===== config.mk =====
export PLATFORM = sky130hd
export DESIGN_NAME = wdt_keyed
export DESIGN_NICKNAME = d
export VERILOG_FILES = /design/src/rtl/wdt_keyed.sv
export SDC_FILE = /design/constraint.sdc
export NUM_CORES = 1
export LEC_CHECK = 0
export BUFFER_PORTS_ARGS = -buffer_cell sky130_fd_sc_hd__buf_2
export CORE_MARGIN = 2
export CORE_UTILIZATION = 53
export DETAILED_ROUTE_END_ITERATION = 10
export GPL_ROUTABILITY_DRIVEN = 1
export HOLD_SLACK_MARGIN = 0.06
export PLACE_DENSITY = 0.77
export SLEW_MARGIN = 20
export SYNTH_ARGS = -nofsm -noshare
export SYNTH_HDL_FRONTEND = slang
export SYNTH_SLANG_ARGS = --single-unit
export TNS_END_PERCENT = 10

===== constraint.sdc =====
create_clock -name clk -period 2.25 [get_ports clk]
set_input_delay 0.5625 -clock clk [delete_from_list [all_inputs] [get_ports clk]]
set_output_delay 0.5625 -clock clk [all_outputs]
set_load 0.02 [all_outputs]

===== src/rtl/wdt_keyed.sv =====
module wdt_keyed #(
  parameter int PRE_BITS = 8,
  parameter int DELAY = 4
) (
  input  logic       clk,
  input  logic       rst_n,
  input  logic       wr_en,
  input  logic [4:0] wr_key,
  input  logic [2:0] wr_sel,
  input  logic       clr_strobe,
  input  logic       halt_strobe,
  input  logic       sleep_mode,
  input  logic       flag_clr,
  output logic       full_rst,
  output logic       part_rst,
  output logic       to_flag,
  output logic       reg_rst_flag
);
  localparam int CW = PRE_BITS + 10;
  localparam int DW = (DELAY > 1) ? $clog2(DELAY) : 1;
  localparam logic [4:0] KEY_A = 5'b01010;
  localparam logic [4:0] KEY_B = 5'b10101;

  logic [4:0]    key;
  logic [2:0]    sel;
  logic [CW-1:0] cnt;
  logic [CW-1:0] last;
  logic [DW-1:0] wait_cnt;
  int            tsh;

  wire enabled = (key == KEY_A) || (key == KEY_B);
  wire wr_bad  = wr_en && !((wr_key == KEY_A) || (wr_key == KEY_B));
  wire restart = clr_strobe || halt_strobe || wr_bad || (wr_en && (wr_sel != sel));

  always_comb begin
    if (sel < 3'd4) tsh = PRE_BITS + 2 * int'(sel);
    else            tsh = PRE_BITS + 3 + int'(sel);
  end

  assign last = (CW'(1) << tsh) - CW'(1);

  wire expire = enabled && !restart && (cnt == last);
  wire fire   = !enabled && (wait_cnt == DW'(DELAY - 1));

  always_ff @(posedge clk) begin
    if (!rst_n) begin
      key          <= KEY_A;
      sel          <= 3'd0;
      cnt          <= '0;
      wait_cnt     <= '0;
      full_rst     <= 1'b0;
      part_rst     <= 1'b0;
      to_flag      <= 1'b0;
      reg_rst_flag <= 1'b0;
    end else begin
      full_rst     <= fire || (expire && !sleep_mode);
      part_rst     <= expire && sleep_mode;
      to_flag      <= expire || (to_flag && !flag_clr);
      reg_rst_flag <= fire || (reg_rst_flag && !flag_clr);

      if (!enabled || restart || expire) cnt <= '0;
      else                               cnt <= cnt + CW'(1);

      if (wr_bad || enabled || fire) wait_cnt <= '0;
      else                           wait_cnt <= wait_cnt + DW'(1);

      if (wr_en) begin
        key <= wr_key;
        sel <= wr_sel;
      end else if (fire) begin
        key <= KEY_A;
      end
    end
  end
endmodule



==> reports/qor.csv, run 1 <==
stage,metric,value,unit
synthesis,yosys_warnings,0,
finish,drive_gt1_frac,0.2423,
power_and_ir_drop,leakage,0.8924,nW
synthesis,synth_top_family_by_area,simple AND/OR/NAND/NOR gates,
finish,fin_util,0.6515,
sta,setup_viol,0,
finish,n_antenna_cell,0,
worst_setup_path,slowest_stage,or4b_4,
floorplanning,row_count,22,
drt,vias,1785,
sta,maxSlewViolCount,0,
hold_path,min_path_type,reg2reg,
clock_network,cts_sinks,32,
worst_setup_path,crit_path_end_kind,register,
sta,worst_slack,0.06315,ns
finish,area_growth,16.43,%
synthesis,syn_avg_cell_area,8.453,um^2
global_routing,track_usage,0.2151,
global_routing,overflow,0,
floorplanning,die_h,66.64,um
synthesis,synthCells,246,
worst_setup_path,crit_fanout,20,
global_routing,grt_pass1_wl,7279,um
drt,avgRoutedWirePerCell,14.29,um
global_routing,grt_pass1_vias,1612,
clock_network,cts_made_buffers,5,
worst_setup_path,cp_slowest_stage_delay,0.54,ns
sta,max_freq,0.4573,GHz
run,maxCapViolCount,0,
sta,fin_tns_setup,0,ns
sta,finClkSkew,0.007312,ns
floorplanning,fp.dieArea,4441,um^2
sta,whs,0.4229,ns
synthesis,synth-xor-area-share,0.1137,
placed_design,place_ws,-0.05080,ns
synthesis,ys_seq_area_frac,0.3081,
power_and_ir_drop,vdd_drop_max,0.3779,mV
global_routing,grt_max_degree,21,
drt,drt-total-wl,4400,um
clock_network,h-tree-depth,2,
sta,hold_viol_final,0,
synthesis,yosys.area_share.simple,0.2473,
global_routing,antenna_found_initial,0,
worst_setup_path,critPathKind,reg2reg,
drt,drc_errors,0,
worst_setup_path,arrival,2.41,ns
placed_design,gp_routability_congestion,0.7979,
floorplanning,start_util,0.5596,
placed_design,io_buffer_count,18,
worst_setup_path,path_delay_family,simple AND/OR/NAND/NOR gates,
floorplanning,chipWidth,66.64,um
synthesis,synthAdderAreaFrac,0.02407,
synthesis,synthesis.area,2079,um^2
clock_network,cts_hold_buf,0,
sta,timing.final.crit_period,2.187,ns
synthesis,ys_async_sr_fraction,0,
clock_network,insertion_delay,0.28,ns
drt,ant_nets,0,
floorplanning,design.core.area,3716,um^2
clock_network,clk_path_buf_depth,2,
synthesis,muxShareOfSynthArea,0.03971,
synthesis,yosys.cell_types.count,54,
synthesis,synth_flop_cell,dfxtp_1,
worst_setup_path,crit_chain,"buf_4, or4b_4, o211ai_2, xnor2_1, nor4_1, and4_4, buf_12, and3_1",
floorplanning,io_pins,19,
power_and_ir_drop,pwr_density_cell,479.9,nW/um^2
clock_network,path_clk_slew,0.06,ns
worst_setup_path,required,2.48,ns
placed_design,place_hpwl,3108,um
drt,dr.pass1.iters,4,
clock_network,root_buffer,clkbuf_8,
synthesis,synth-edff-count,0,
placed_design,dpl_cell_area,2312,um^2
sta,post-route-period-util,0.9719,
finish,fin_area,2421,um^2
run_status,status,completed,
finish,nets,281,
drt,avgViaCountPerCell,5.795,
clock_network,cts_tree,done,
drt,drt-initial-drc-count,89,
synthesis,synth-seq-cells,32,
worst_setup_path,critPathLaunchType,register,
synthesis,synth_compound_area_frac,0.2004,
worst_setup_path,crit_buf_inv,2,
[layout by cell type (no fill, tap or decap), types with 2 or more instances in the layout]
| master | n |
|---|---|
| a211oi_1 | 5 |
| a211oi_2 | 13 |
| a21boi_0 | 5 |
| a21oi_1 | 10 |
| and2_1 | 2 |
| and3_1 | 5 |
| buf_12 | 3 |
| buf_2 | 18 |
| buf_4 | 8 |
| clkbuf_8 | 5 |
| conb_1 | 2 |
| dfxtp_1 | 30 |
| dfxtp_2 | 2 |
| ha_1 | 3 |
| inv_1 | 3 |
| mux2i_1 | 6 |
| nand2_1 | 19 |
| nand2b_1 | 4 |
| nand3_1 | 9 |
| nand3b_1 | 3 |
| nand4_1 | 4 |
| nand4b_1 | 3 |
| nor2_1 | 13 |
| nor2b_1 | 6 |
| nor3_1 | 8 |
| nor4_1 | 3 |
| nor4bb_1 | 2 |
| o21ai_0 | 8 |
| o31ai_1 | 2 |
| xnor2_1 | 8 |
| xor2_1 | 19 |
[per-layer routing]
layer | wire, um | part of all wire | vias up | global-route usage
li1 | - | - | 921 | -
met2 | 2023 | 0.46 | 21 | 0.3375
met4 | 42 | 0.0095 | 0 | 0.05867
met3 | 109 | 0.025 | 6 | 0.05068
met1 | 2224 | 0.51 | 837 | 0.2945
met5 | 0 | 0 | - | 0
[what timing repair did]
| item | 4_1_cts | 5_1_grt |
|---|---|---|
| hold endpoints to repair | 0 | 0 |
| endpoints found under the setup margin | 0 | 20 |
| setup buffers | 0 | 1 |
| gates resized for setup | 0 | 6 |
[kinds of logic (layout without fill, tap and decap cells)]
family	Yosys count	after routing
other	1	2
adders and majority gates	4	4
buffers and inverters	26	39
xor gates and xnor gates	27	27
DFF	32	32
muxes	8	8
AOI/OAI and AO/OA	57	57
and+or+nand+nor	91	91
[flip-flops by register name, indices dropped and copies added (netlist names)]
signal	count
reg_rst_flag	1
key	5
wait_cnt	2
cnt	18
sel	3
part_rst	1
full_rst	1
to_flag	1
[power by group]
| part | total [mW] | internal, mW | switching, mW |
|---|---|---|---|
| clock | 0.389 | 0.199 | 0.190 |
| sequential | 0.587 | 0.578 | 0.00926 |
| combinational | 0.186 | 0.0839 | 0.102 |
[final cells by class]
cell class	count	area (um^2)
tap	48	60.06
multi-input combinational	189	1418
timing repair buffer	29	210.2
inverter	5	21.27
fill	321	1295
clock buffer	5	68.82
sequential	32	643.1
[cells in the mapped netlist, drive strengths merged (5+ instances only)]
master   n  share of area
a211oi  18          0.067
a21boi   5          0.018
a21oi   10          0.024
and3     6          0.018
buf     14          0.043
clkbuf   7          0.013
dfxtp   32           0.31
inv      5         0.0090
mux2i    6          0.029
nand2   19          0.034
nand3    9          0.022
nor2    14          0.025
nor2b    6          0.018
nor3     8          0.019
o21ai    8          0.019
xnor2    8          0.034
xor2    19          0.080
[metrics by stage]
stage	instances	total power, mW
6_report	308	1.162
5_1_grt	308	1.209
4_1_cts	307	1.158
3_5_place_dp	302	0.7742
3_3_place_gp	302	0.7723
2_1_floorplan	247	0.7388
[final timing paths]
check,from,endpoint,slack (ns),cells past startpoint
worst max-delay path,sel[0]$_SDFFE_PN0P_,part_rst$_SDFF_PN0_,0.06,8
worst min-delay path,wait_cnt[0]$_SDFF_PP0_,wait_cnt[0]$_SDFF_PP0_,0.42,1
worst max register to register,sel[0]$_SDFFE_PN0P_,part_rst$_SDFF_PN0_,0.06,8
worst min register to register,wait_cnt[0]$_SDFF_PP0_,wait_cnt[0]$_SDFF_PP0_,0.42,1
No activity file was read; power rests on OpenSTA's default activity.
==> inputs of run 2 (changes only) <==
--- a/config.mk
+++ b/config.mk
@@ -7,7 +7,7 @@
 export LEC_CHECK = 0
 export BUFFER_PORTS_ARGS = -buffer_cell sky130_fd_sc_hd__buf_2
 export CORE_MARGIN = 2
-export CORE_UTILIZATION = 53
+export CORE_UTILIZATION = 55
 export DETAILED_ROUTE_END_ITERATION = 10
 export GPL_ROUTABILITY_DRIVEN = 1
 export HOLD_SLACK_MARGIN = 0.06
==> constraint.sdc (replaced) <==
create_clock -name clk -period 2.4 [get_ports clk]
set_input_delay 0.6 -clock clk [delete_from_list [all_inputs] [get_ports clk]]
set_output_delay 0.6 -clock clk [all_outputs]
set_load 0.1 [all_outputs]
==> reports/qor.csv, run 2 (synthesized netlist as in run 1, its figures left out) <==
stage,metric,value,unit
finish,n_antenna_cell,0,
finish,area_growth,10.83,%
clock_network,cts_hold_buf,0,
drt,drc_errors,0,
global_routing,grt.busiest_layer,met2,
finish,reg.largest.list,"cnt (18), key (5), sel (3)",
sta,tightestPinTransition,0.5709,ns
floorplanning,fp.dieArea,4289,um^2
placed_design,io_buffer_count,18,
floorplanning,io_pins,19,
finish,finalNonFillerCells,307,
finish,final_cell_mix,"dfxtp_1, xor2_1, nand2_1",
worst_setup_path,r2r_start,sel[0]$_SDFFE_PN0P_,
worst_setup_path,critPathKind,reg2reg,
sta,grt_setup_unrepaired,false,
worst_setup_path,crit_top_cell,a21oi_1,
sta,timing.final.crit_period,2.329,ns
worst_setup_path,arrival,2.48,ns
clock_network,cts_tree,done,
power_and_ir_drop,seqPwrFrac,0.511,
power_and_ir_drop,clkPwrFrac,0.336,
sta,max_freq,0.4294,GHz
global_routing,track_usage,0.2226,
run,maxCapViolCount,0,
global_routing,grt_pass1_wl,7458,um
drt,avgRoutedWirePerCell,14.44,um
sta,slew_headroom,0.6159,
hold_path,hp-start,wait_cnt[0]$_SDFF_PP0_,
sta,setup_viol,0,
drt,avgViaCountPerCell,5.951,
global_routing,overflow,0,
worst_setup_path,crit_chain,"inv_1, ha_4, mux2_2, a2111oi_1, a21oi_1, a21oi_1, and4_4, buf_12, a211oi_1",
clock_network,cts_sinks,32,
placed_design,dp_cells,302,
clock_network,insertion_delay,0.28,ns
floorplanning,row_count,22,
floorplanning,die_h,65.49,um
power_and_ir_drop,p_int,0.8003,mW
worst_setup_path,required,2.55,ns
sta,post-route-period-util,0.9704,
global_routing,grt_pass1_vias,1652,
floorplanning,design.core.area,3661,um^2
worst_setup_path,crit_fanout,20,
clock_network,path_clk_slew,0.06,ns
finish,layout_commonest_cell,dfxtp_1,
finish,fillCellCount,312,
drt,vias,1827,
floorplanning,start_util,0.5680,
power_and_ir_drop,leakage,0.8687,nW
power_and_ir_drop,power.share.combinational,0.153,
finish,seq_area,640.6,um^2
clock_network,post-cts-setup-buffers,0,
hold_path,min_path_type,reg2reg,
finish,largest_register_ffs,18,
global_routing,antenna_found_initial,0,
power_and_ir_drop,pwr_density_cell,466.8,nW/um^2
power_and_ir_drop,power.switching,0.2755,mW
clock_network,root_buffer,clkbuf_8,
clock_network,clk_path_buf_depth,2,
drt,ant_nets,0,
floorplanning,chipWidth,65.49,um
finish,nets,280,
sta,fin_tns_setup,0,ns
finish,drive_gt1_frac,0.1776,
power_and_ir_drop,vdd_drop_max,0.3874,mV
drt,drt-total-wl,4434,um
global_routing,met1_usage,0.2982,
sta,hold_viol_final,0,
worst_setup_path,critPathLaunchType,register,
global_routing,grt_max_degree,21,
clock_network,h-tree-depth,2,
worst_setup_path,cp_slowest_stage_delay,0.35,ns
finish,multi_input_area,1339,um^2
finish,top_register,cnt,
drt,dr.pass1.iters,4,
power_and_ir_drop,sw_frac_of_total,0.2561,
clock_network,cts_made_buffers,5,
drt,drt-initial-drc-count,118,
sta,finClkSkew,0.005569,ns
placed_design,place_hpwl,3138,um
worst_setup_path,crit_path_end_kind,register,
sta,maxSlewViolCount,0,
placed_design,gp_routability_congestion,0.8292,
worst_setup_path,critPathLaunch,sel[0]$_SDFFE_PN0P_,
global_routing,grtUsageMet3,0.04966,
worst_setup_path,slowest_stage,a2111oi_1,
global_routing,grtUsageMet2,0.3482,
run_status,status,completed,
run 2: changes by cell type in the layout (fill, tap and decap cells not counted), moves of 2 or more:
cell	change
inv_1	+2
dfxtp_1	+2
dfxtp_2	-2
a211oi_2	-12
buf_12	-2
a211oi_1	+12
run 2: per-layer routing:
metal	vias to the layer above	part of all wire
li1	919	-
met1	855	0.49
met2	45	0.45
met3	8	0.045
met4	0	0.019
met5	-	0
run 2: path summary, 6_finish.rpt:
kind                                 end  slack [ns]  depth (start not counted)
setup / recovery      cnt[10]$_SDFF_PP0_        0.07                          9
hold / removal    wait_cnt[0]$_SDFF_PP0_        0.42                          1
setup reg to reg      cnt[10]$_SDFF_PP0_        0.07                          9
hold reg to reg   wait_cnt[0]$_SDFF_PP0_        0.42                          1
run 2: final cells by class:
type                    instances  area share
multi-input cells             189      0.5809
flip-flops and latches         32      0.2780
repair buffers                 28     0.07709
clock buffers                   5     0.02986
well taps                      48     0.02606
inverters                       5    0.008143
run 2: through the flow:
step                utilization  hold slack (ns)  total power, mW  setup WS [ns]  cell area (um^2)
finish                   0.6295           0.4236            1.076        0.07096              2305
global route             0.6295           0.4758            1.126       0.003192              2305
CTS                      0.6241           0.4256            1.078        0.02298              2285
detailed placement       0.6032           0.4171           0.7142       -0.03166              2208
global placement         0.6032           0.4129           0.7123       -0.01714              2208
floorplan                     -           0.3986           0.6750       0.008977              2087
run 2: power groups by stage:
stage               combinational, mW  sequential (mW)  clock, mW
floorplan                       0.117            0.558          0
global placement                0.152            0.560          0
detailed placement              0.153            0.561          0
CTS                             0.156            0.549      0.373
global route                    0.182            0.551      0.393
finish                          0.164            0.550      0.362
run 2: timing repair:
| item | in CTS | in global routing |
|---|---|---|
| pin swaps | 0 | 1 |
| endpoints found under the setup margin | 19 | 20 |
| resized for setup | 2 | 4 |
run 2: critical path, delay by kind of cell (launching register included):
family	cells	cell delay [ns]
multiplexers	1	0.34
AND/OR/NAND/NOR	1	0.26
flip-flops	1	0.33
buffers and inverters	2	0.24
AO/OA/AOI/OAI	4	0.68
adder cells (fa/ha/maj)	1	0.33
